==> config.mk <==
export PLATFORM = sky130hd
export DESIGN_NAME = irq_aggregator
export DESIGN_NICKNAME = d
export VERILOG_FILES = /design/src/rtl/irq_agg_pkg.sv /design/src/rtl/irq_agg_regif.sv /design/src/rtl/irq_agg_edge.sv /design/src/rtl/irq_agg_status_bank.sv /design/src/rtl/irq_agg_combine.sv /design/src/rtl/irq_aggregator.sv
export SDC_FILE = /design/constraint.sdc
export NUM_CORES = 1
export LEC_CHECK = 0
export BUFFER_PORTS_ARGS = -buffer_cell sky130_fd_sc_hd__buf_4
export CAP_MARGIN = 40
export CORE_MARGIN = 5
export CORE_UTILIZATION = 40
export CTS_CLUSTER_SIZE = 14
export DETAILED_ROUTE_END_ITERATION = 10
export GPL_TIMING_DRIVEN = 0
export PLACE_DENSITY = 0.82
export SLEW_MARGIN = 20
export SYNTH_ARGS = -nofsm -noshare
export SYNTH_HDL_FRONTEND = slang
export SYNTH_SLANG_ARGS = --single-unit
==> constraint.sdc <==
create_clock -name clk -period 1.3 [get_ports clk]
set_clock_uncertainty 0.1 [all_clocks]
set_input_delay 0.065 -clock clk [delete_from_list [all_inputs] [get_ports clk]]
set_output_delay 0.065 -clock clk [all_outputs]
set_load 0.05 [all_outputs]
==> src/rtl/irq_agg_pkg.sv <==
package irq_agg_pkg;

    localparam int DATA_W = 32;
    localparam int ADDR_W = 4;
    localparam int MAX_SRC = 8;

    localparam logic [ADDR_W-1:0] ADDR_ENABLE = 4'h0;
    localparam logic [ADDR_W-1:0] ADDR_STATUS = 4'h1;
    localparam logic [ADDR_W-1:0] ADDR_CLEAR  = 4'h2;

    localparam int SRC_CORE      = 0;
    localparam int SRC_PLUG_UP   = 1;
    localparam int SRC_PLUG_DOWN = 2;
    localparam int SRC_NONCE     = 3;
    localparam int SRC_RND_ERR   = 4;
    localparam int SRC_BUS_TMO   = 5;
    localparam int SRC_SENSE_UP  = 6;
    localparam int SRC_SENSE_DN  = 7;

    localparam int LIVE_BIT = DATA_W - 1;

    typedef struct packed {
        logic enable_we;
        logic set_we;
        logic clear_we;
    } wr_strobe_t;

    function automatic wr_strobe_t decode_write(input logic wr,
                                                input logic [ADDR_W-1:0] a);
        wr_strobe_t s;
        s.enable_we = wr && (a == ADDR_ENABLE);
        s.set_we    = wr && (a == ADDR_STATUS);
        s.clear_we  = wr && (a == ADDR_CLEAR);
        return s;
    endfunction

endpackage

==> src/rtl/irq_agg_regif.sv <==
module irq_agg_regif
    import irq_agg_pkg::*;
#(
    parameter int NUM_SRC = 8
) (
    input  logic                 clk,
    input  logic                 rst,
    input  logic [ADDR_W-1:0]    addr,
    input  logic                 wr,
    input  logic [DATA_W-1:0]    wdata,
    input  logic [NUM_SRC-1:0]   status,
    input  logic                 core_lvl,
    output logic [NUM_SRC-1:0]   enable,
    output logic [NUM_SRC-1:0]   set_vec,
    output logic [NUM_SRC-1:0]   clr_vec,
    output logic [DATA_W-1:0]    rdata
);

    wr_strobe_t          strobe;
    logic [NUM_SRC-1:0]  wlow;
    logic [DATA_W-NUM_SRC-1:0] wdata_unused;

    assign strobe       = decode_write(wr, addr);
    assign wlow         = wdata[NUM_SRC-1:0];
    assign wdata_unused = wdata[DATA_W-1:NUM_SRC];

    always_ff @(posedge clk) begin
        if (rst) begin
            enable <= '0;
        end else if (strobe.enable_we) begin
            enable <= wlow;
        end
    end

    assign set_vec = strobe.set_we   ? wlow : '0;
    assign clr_vec = strobe.clear_we ? wlow : '0;

    always_comb begin
        rdata = '0;
        case (addr)
            ADDR_ENABLE: rdata[NUM_SRC-1:0] = enable;
            ADDR_STATUS: begin
                rdata[NUM_SRC-1:0] = status;
                rdata[LIVE_BIT]    = core_lvl;
            end
            default: rdata = '0;
        endcase
    end

    // The set and clear strobes come from one address port and never coincide.
    p_set_clr_exclusive_r6: assert property (@(posedge clk) disable iff (rst)
        !((|set_vec) && (|clr_vec)));

    p_enable_hold_r2: assert property (@(posedge clk) disable iff (rst)
        !strobe.enable_we |=> $stable(enable));

endmodule

==> src/rtl/irq_agg_edge.sv <==
module irq_agg_edge
    import irq_agg_pkg::*;
#(
    parameter int NUM_SRC = 8
) (
    input  logic                 clk,
    input  logic                 rst,
    input  logic                 core_lvl,
    input  logic [NUM_SRC-1:1]   src_evt,
    output logic [NUM_SRC-1:0]   hw_evt
);

    logic core_prev;

    always_ff @(posedge clk) begin
        if (rst) begin
            core_prev <= 1'b0;
        end else begin
            core_prev <= core_lvl;
        end
    end

    assign hw_evt[SRC_CORE]      = core_lvl && !core_prev;
    assign hw_evt[NUM_SRC-1:1]   = src_evt;

endmodule

==> src/rtl/irq_agg_status_bank.sv <==
module irq_agg_status_bank #(
    parameter int NUM_SRC = 8
) (
    input  logic                 clk,
    input  logic                 rst,
    input  logic [NUM_SRC-1:0]   hw_evt,
    input  logic [NUM_SRC-1:0]   set_vec,
    input  logic [NUM_SRC-1:0]   clr_vec,
    output logic [NUM_SRC-1:0]   status
);

    for (genvar i = 0; i < NUM_SRC; i++) begin : g_bit
        logic raise;
        assign raise = hw_evt[i] || set_vec[i];

        // A raise wins over a clear in the same cycle.
        always_ff @(posedge clk) begin
            if (rst) begin
                status[i] <= 1'b0;
            end else if (raise) begin
                status[i] <= 1'b1;
            end else if (clr_vec[i]) begin
                status[i] <= 1'b0;
            end
        end

        p_evt_wins_r8: assert property (@(posedge clk) disable iff (rst)
            hw_evt[i] |=> status[i]);

        p_sw_set_r6: assert property (@(posedge clk) disable iff (rst)
            set_vec[i] |=> status[i]);

        p_clear_r7: assert property (@(posedge clk) disable iff (rst)
            (clr_vec[i] && !hw_evt[i] && !set_vec[i]) |=> !status[i]);

        p_sticky_r3: assert property (@(posedge clk) disable iff (rst)
            (status[i] && !clr_vec[i]) |=> status[i]);
    end

endmodule

==> src/rtl/irq_agg_combine.sv <==
module irq_agg_combine #(
    parameter int NUM_SRC = 8
) (
    input  logic                 clk,
    input  logic                 rst,
    input  logic [NUM_SRC-1:0]   status,
    input  logic [NUM_SRC-1:0]   enable,
    output logic                 irq
);

    logic [NUM_SRC-1:0] pending;
    assign pending = status & enable;

    always_ff @(posedge clk) begin
        if (rst) begin
            irq <= 1'b0;
        end else begin
            irq <= |pending;
        end
    end

endmodule

==> src/rtl/irq_aggregator.sv <==
module irq_aggregator
    import irq_agg_pkg::*;
#(
    parameter int NUM_SRC = MAX_SRC
) (
    input  logic                 clk,
    input  logic                 rst,
    input  logic [ADDR_W-1:0]    reg_addr,
    input  logic                 reg_wr,
    input  logic [DATA_W-1:0]    reg_wdata,
    output logic [DATA_W-1:0]    reg_rdata,
    input  logic                 core_irq_lvl,
    input  logic [NUM_SRC-1:1]   src_evt,
    output logic                 irq_out
);

    logic [NUM_SRC-1:0] enable;
    logic [NUM_SRC-1:0] status;
    logic [NUM_SRC-1:0] set_vec;
    logic [NUM_SRC-1:0] clr_vec;
    logic [NUM_SRC-1:0] hw_evt;

    irq_agg_regif #(.NUM_SRC(NUM_SRC)) u_regif (
        .clk      (clk),
        .rst      (rst),
        .addr     (reg_addr),
        .wr       (reg_wr),
        .wdata    (reg_wdata),
        .status   (status),
        .core_lvl (core_irq_lvl),
        .enable   (enable),
        .set_vec  (set_vec),
        .clr_vec  (clr_vec),
        .rdata    (reg_rdata)
    );

    irq_agg_edge #(.NUM_SRC(NUM_SRC)) u_edge (
        .clk      (clk),
        .rst      (rst),
        .core_lvl (core_irq_lvl),
        .src_evt  (src_evt),
        .hw_evt   (hw_evt)
    );

    irq_agg_status_bank #(.NUM_SRC(NUM_SRC)) u_bank (
        .clk     (clk),
        .rst     (rst),
        .hw_evt  (hw_evt),
        .set_vec (set_vec),
        .clr_vec (clr_vec),
        .status  (status)
    );

    irq_agg_combine #(.NUM_SRC(NUM_SRC)) u_comb (
        .clk    (clk),
        .rst    (rst),
        .status (status),
        .enable (enable),
        .irq    (irq_out)
    );

    p_core_rise_r5: assert property (@(posedge clk) disable iff (rst)
        (core_irq_lvl && !$past(core_irq_lvl)) |=> status[SRC_CORE]);

    p_masked_quiet_r10: assert property (@(posedge clk) disable iff (rst)
        ((status & enable) == '0) |=> !irq_out);

    p_live_bit_r9: assert property (@(posedge clk) disable iff (rst)
        (reg_addr == ADDR_STATUS) |-> (reg_rdata[LIVE_BIT] == core_irq_lvl));

endmodule

======== After elaboration in Yosys (flattened, before gate mapping) ========
Cells that the tools add are included.
storage, ports and cells
  bits in registers ....................... 18
  bits of input ports ..................... 47
  output and inout bits ................... 33
operators by class
  equal/unequal tests ..................... 2
  bitwise gates (word level) .............. 1
  reduce and logical (&&, ||, !) cells .... 23
  mux-type cells .......................... 20
operator list
  operator            count
  $mux 1              17
  $mux 8              2
  $pmux 8 s2          1
  $reduce_bool 2->1   8
  $and 8x8->8         1
  $logic_or 1x1->1    8
  $reduce_or 8->1     1
  $eq 4x1->1 const B  1
  $eq 4x2->1 const B  1
  $logic_and 1x1->1   4
  $logic_not 4->1     1
  $logic_not 1->1     1

======== Longest topological paths before layout ========
  word-level depth ........................ 5
  mapped depth ............................ 5

======== Modules after synthesis ========
A second synthesis with hierarchy kept.
unflattened totals
  cells, all modules ...................... 148
  area, all modules ....................... 1,360.1 sq um
modules (own cells, without submodules)
  module               cells an instance  instances  sequential area each (sq um)  area an instance (sq um)
  irq_agg_regif        99                 1          160.2                         819.5
  irq_agg_status_bank  33                 1          160.2                         381.6
  irq_agg_edge         10                 1          20.0                          100.1
  irq_agg_combine      6                  1          20.0                          58.8

======== Worst setup path before layout ========
No wires, ideal clock.
  path type ............................... in2out
  from .................................... in reg_addr[1]
  to ...................................... out reg_rdata[0]
  stages .................................. 4
  path buffers ............................ 2
  setup slack ............................. -0.219 ns
  data required time ...................... 1.135 ns
  arrival time ............................ 1.354 ns
  path through ............................ or3_1 -> buf_2 -> buf_6 -> nor2_1
between the ends
  word-level cells in the longest chain between the ends .. 2
  elaborated cells on any way between the ends .. 3
ends and longest elaborated chain
  item                                                  line                  source
  from (decl)                                           irq_aggregator.sv:8   input logic [ADDR_W-1:0] reg_addr,
  $eq 4x1->1 / $logic_not 4->1 (equally long branches)  irq_agg_regif.sv:40   case (addr)
  $pmux 8 s2 (*)                                        irq_agg_regif.sv:40
  to (decl)                                             irq_aggregator.sv:11  output logic [DATA_W-1:0] reg_rdata,
Every way passes the cells marked *; elsewhere a longest branch is shown, timed or not.

======== Final worst setup path ========
  from .................................... in reg_addr[3]
  to ...................................... out reg_rdata[1]
Same word-level chain as after synthesis.

==> summary.txt <==
Yosys
  • Main flop type after synthesis: dfxtp_1
  • Seq/Total Area, Yosys: between 30% and 40%
  • Post-synth cell types: 27
  • Synthesized area: 0.00111 mm^2
  • Syn. warnings: 0
  • Share of synthesized registers carrying an async set or reset: 0%
  • Synth Area per Inst: between 8 and 9 um^2
  • Synth Instances: 137
  • EDFF count, synth: 0
  • Number of synthesized register bits: 18

STA
  • Unrepaired setup endpoints after global routing: yes
  • Worst slew pin tran: ~540 ps
  • Final Max Tran Viols: 0
  • Final setup fails: 0
  • Post-layout minimum cycle time: ~1300 ps
  • Hold Fails Final Rpt: 0
  • Fmax: just under 0.8 GHz
  • Period utilization: 97.8%
  • Max-Slew Margin vs Limit: a little under two thirds
  • Final WS setup: approximately 29 ps

Critical path
  • Req. time, crit path: ~1100 ps
  • Reg2reg start: u_regif.enable[0]$_SDFFE_PP0P_
  • CP max-delay cell: or3_1
  • CP endpoint kind: output port
  • Arrival @ worst endpoint: ~1100 ps
  • Worst path max stage delay: about 380 ps
  • Crit-path max FO: 16
  • Worst-path cell chain: buf_4 -> or3_1 -> buf_6 -> nor2_2 -> buf_6
  • R2r setup slk: 380 ps
  • CP startpoint: reg_addr[3]
  • Startpoint Class: primary input
  • Crit Path Class: in -> out
  • CP dominant cell by count: buf_6

Outcome
  • Result of the run: completed

Cells and area
  • Final instance area: about 0.0017 mm^2
  • Number of diodes: 0
  • Nets: roughly 260
  • Commonest non-fill, non-tap cell in the layout: buf_4
  • Most frequent cells in the layout: buf_4, conb_1, dfxtp_1
  • Final core occ: between 60% and 70%
  • Area delta synth->final: 54.6%
  • Share of post-route cells with drive strength above 1: a little over a third
  • Fin cells: around 240
  • Fillers: roughly 250

Run
  • Max cap viols: 0

CTS
  • CTS tree: done
  • Root Driver: clkbuf_4
  • CTS clk-pin slew, worst paths: about 110 ps
  • Clock sinks: 18
  • Worst skew pair latency: 300 ps
  • CTS Buf Count: 3
  • H-Tree Depth: 1
  • Max Buffers Root-to-Sink: 2

Global route
  • All-Layer GR Usage: 15.6%
  • Grt ovf: 0
  • Initial antenna violation count: 0
  • Vias in the first global route: roughly 1100
  • Global-route wire length before repair: 5020 um
  • Largest net degree at the start of global routing: 17

Die
  • Core Box Area: 0.00271 mm^2
  • I/O pin count: 80
  • Die X: ~63 um
  • Die area: around 0.0039 mm^2
  • Die Span Y: ~63 um
  • Site Rows: 19
  • Initial Util: ~41%

Routing
  • M1 wire length: roughly 1300 um
  • WL final: 3030 um
  • Residual DRC count: 0
  • DRT iter0 DRCs: 29
  • Drt first pass iters: 4
  • WL per Instance: ~13 um
  • Met3 wire len: 253 um
  • DR vias/cell: 4.81
  • Via Count: between 1000 and 1500
  • DR WL met2: between 1000 and 1500 um
  • Final ANT Viol Nets: 0
  • Uppermost layer routed: met4

Power and ir drop
  • Power density over the cells: 820 mW/mm^2
  • Worst IR Drop VDD: approximately 960 uV
  • Total power: about 1.4 mW
  • Leakage power: just under 0.8 nW

Placed design
  • Area after DPL: around 0.0015 mm^2
  • I/O Buffers: 31
  • Placed cell count: between 200 and 250
  • Hpwl dp: approximately 2100 um
  • Global placer's final weighted congestion: roughly 0.74
  • Pre-CTS setup slack: -256 ps

Hold path
  • HP Start: reg_addr[2]
  • HP Class: in -> reg
[cell type report]
class                           instances  area, um^2  area share (%)
Multi-Input combinational cell        108         636            37.0
Timing Repair Buffer                   48         427            24.8
Sequential cell                        18         360            21.0
Buffer                                 31         218            12.7
Tap cell                               31        38.8            2.26
Clock buffer                            4        36.3            2.11
Inverter                                1        3.75           0.218
[report_power, final]
group | internal, mW | leakage [nW] | switching (mW)
Combinational | 0.180 | 0.603 | 0.284
Clock | 0.171 | 0.0210 | 0.182
Sequential | 0.575 | 0.148 | 0.0170
[layer usage]
metal | vias to the layer above | GRT usage (%)
met3 | 4 | 6.65
met5 | - | 0
li1 | 589 | -
met4 | 0 | 3.98
met2 | 45 | 25.5
met1 | 522 | 18.7
[state kept, by name (all words and copies together) (netlist names)]
register,cells
u_edge.core_prev,1
u_bank.status,8
u_comb.irq,1
u_regif.enable,8
[timing repair]
action,4_1_cts,5_1_grt
buffers inserted,1,0
setup endpoints to repair,9,3
resized for setup,15,2
hold buffers,16,0
endpoints found under the hold margin,17,0
pin swaps,2,0
gates cloned,0,0
[cell families after synthesis]
kind of cell	Yosys count	share of synthesized area (%)
AO/OA/AOI/OAI	45	23.6
buffers and inverters	33	20.4
flip-flops	18	32.4
multiplexers	8	7.20
other	1	0.337
AND/OR/NAND/NOR	32	16.1
[Yosys cell counts, types with 2 or more instances]
| library cell | n | share of area (%) |
|---|---|---|
| nor2b_1 | 2 | 1.1 |
| dfxtp_1 | 18 | 32 |
| o41ai_1 | 3 | 2.4 |
| a31oi_1 | 7 | 3.9 |
| mux2i_1 | 8 | 7.2 |
| o21ai_0 | 6 | 2.7 |
| buf_2 | 3 | 1.3 |
| clkbuf_1 | 3 | 1.0 |
| nand3_1 | 8 | 3.6 |
| a22oi_1 | 4 | 2.7 |
| nand2_1 | 8 | 2.7 |
| nor2_1 | 8 | 2.7 |
| buf_4 | 24 | 16 |
| a21oi_1 | 16 | 7.2 |
| o21ai_1 | 7 | 3.1 |
[through the flow]
stage / hold WS, ps / setup TNS [ps]
after global routing: 44.2 / -14.1
final: 30.1 / 0
after global placement: 198 / -1630
after floorplan: 93.2 / -1750
after detailed placement: 207 / -1770
after CTS: 36.3 / 0
[critical path: cells and delay by family]
family                 cells  cell delay, ps
buffers and inverters      3             500
and+or+nand+nor            2             530
[path summary, 6_finish.rpt]
path,endpoint,depth (start not counted)
worst max-delay path,reg_rdata[1],5
worst min-delay path,u_bank.status[4]$_SDFFE_PP0P_,3
worst max register to register,u_comb.irq$_SDFF_PP0_,2
worst min register to register,u_bank.status[1]$_SDFFE_PP0P_,2
Note: power is estimated with default switching activity, not from simulation.
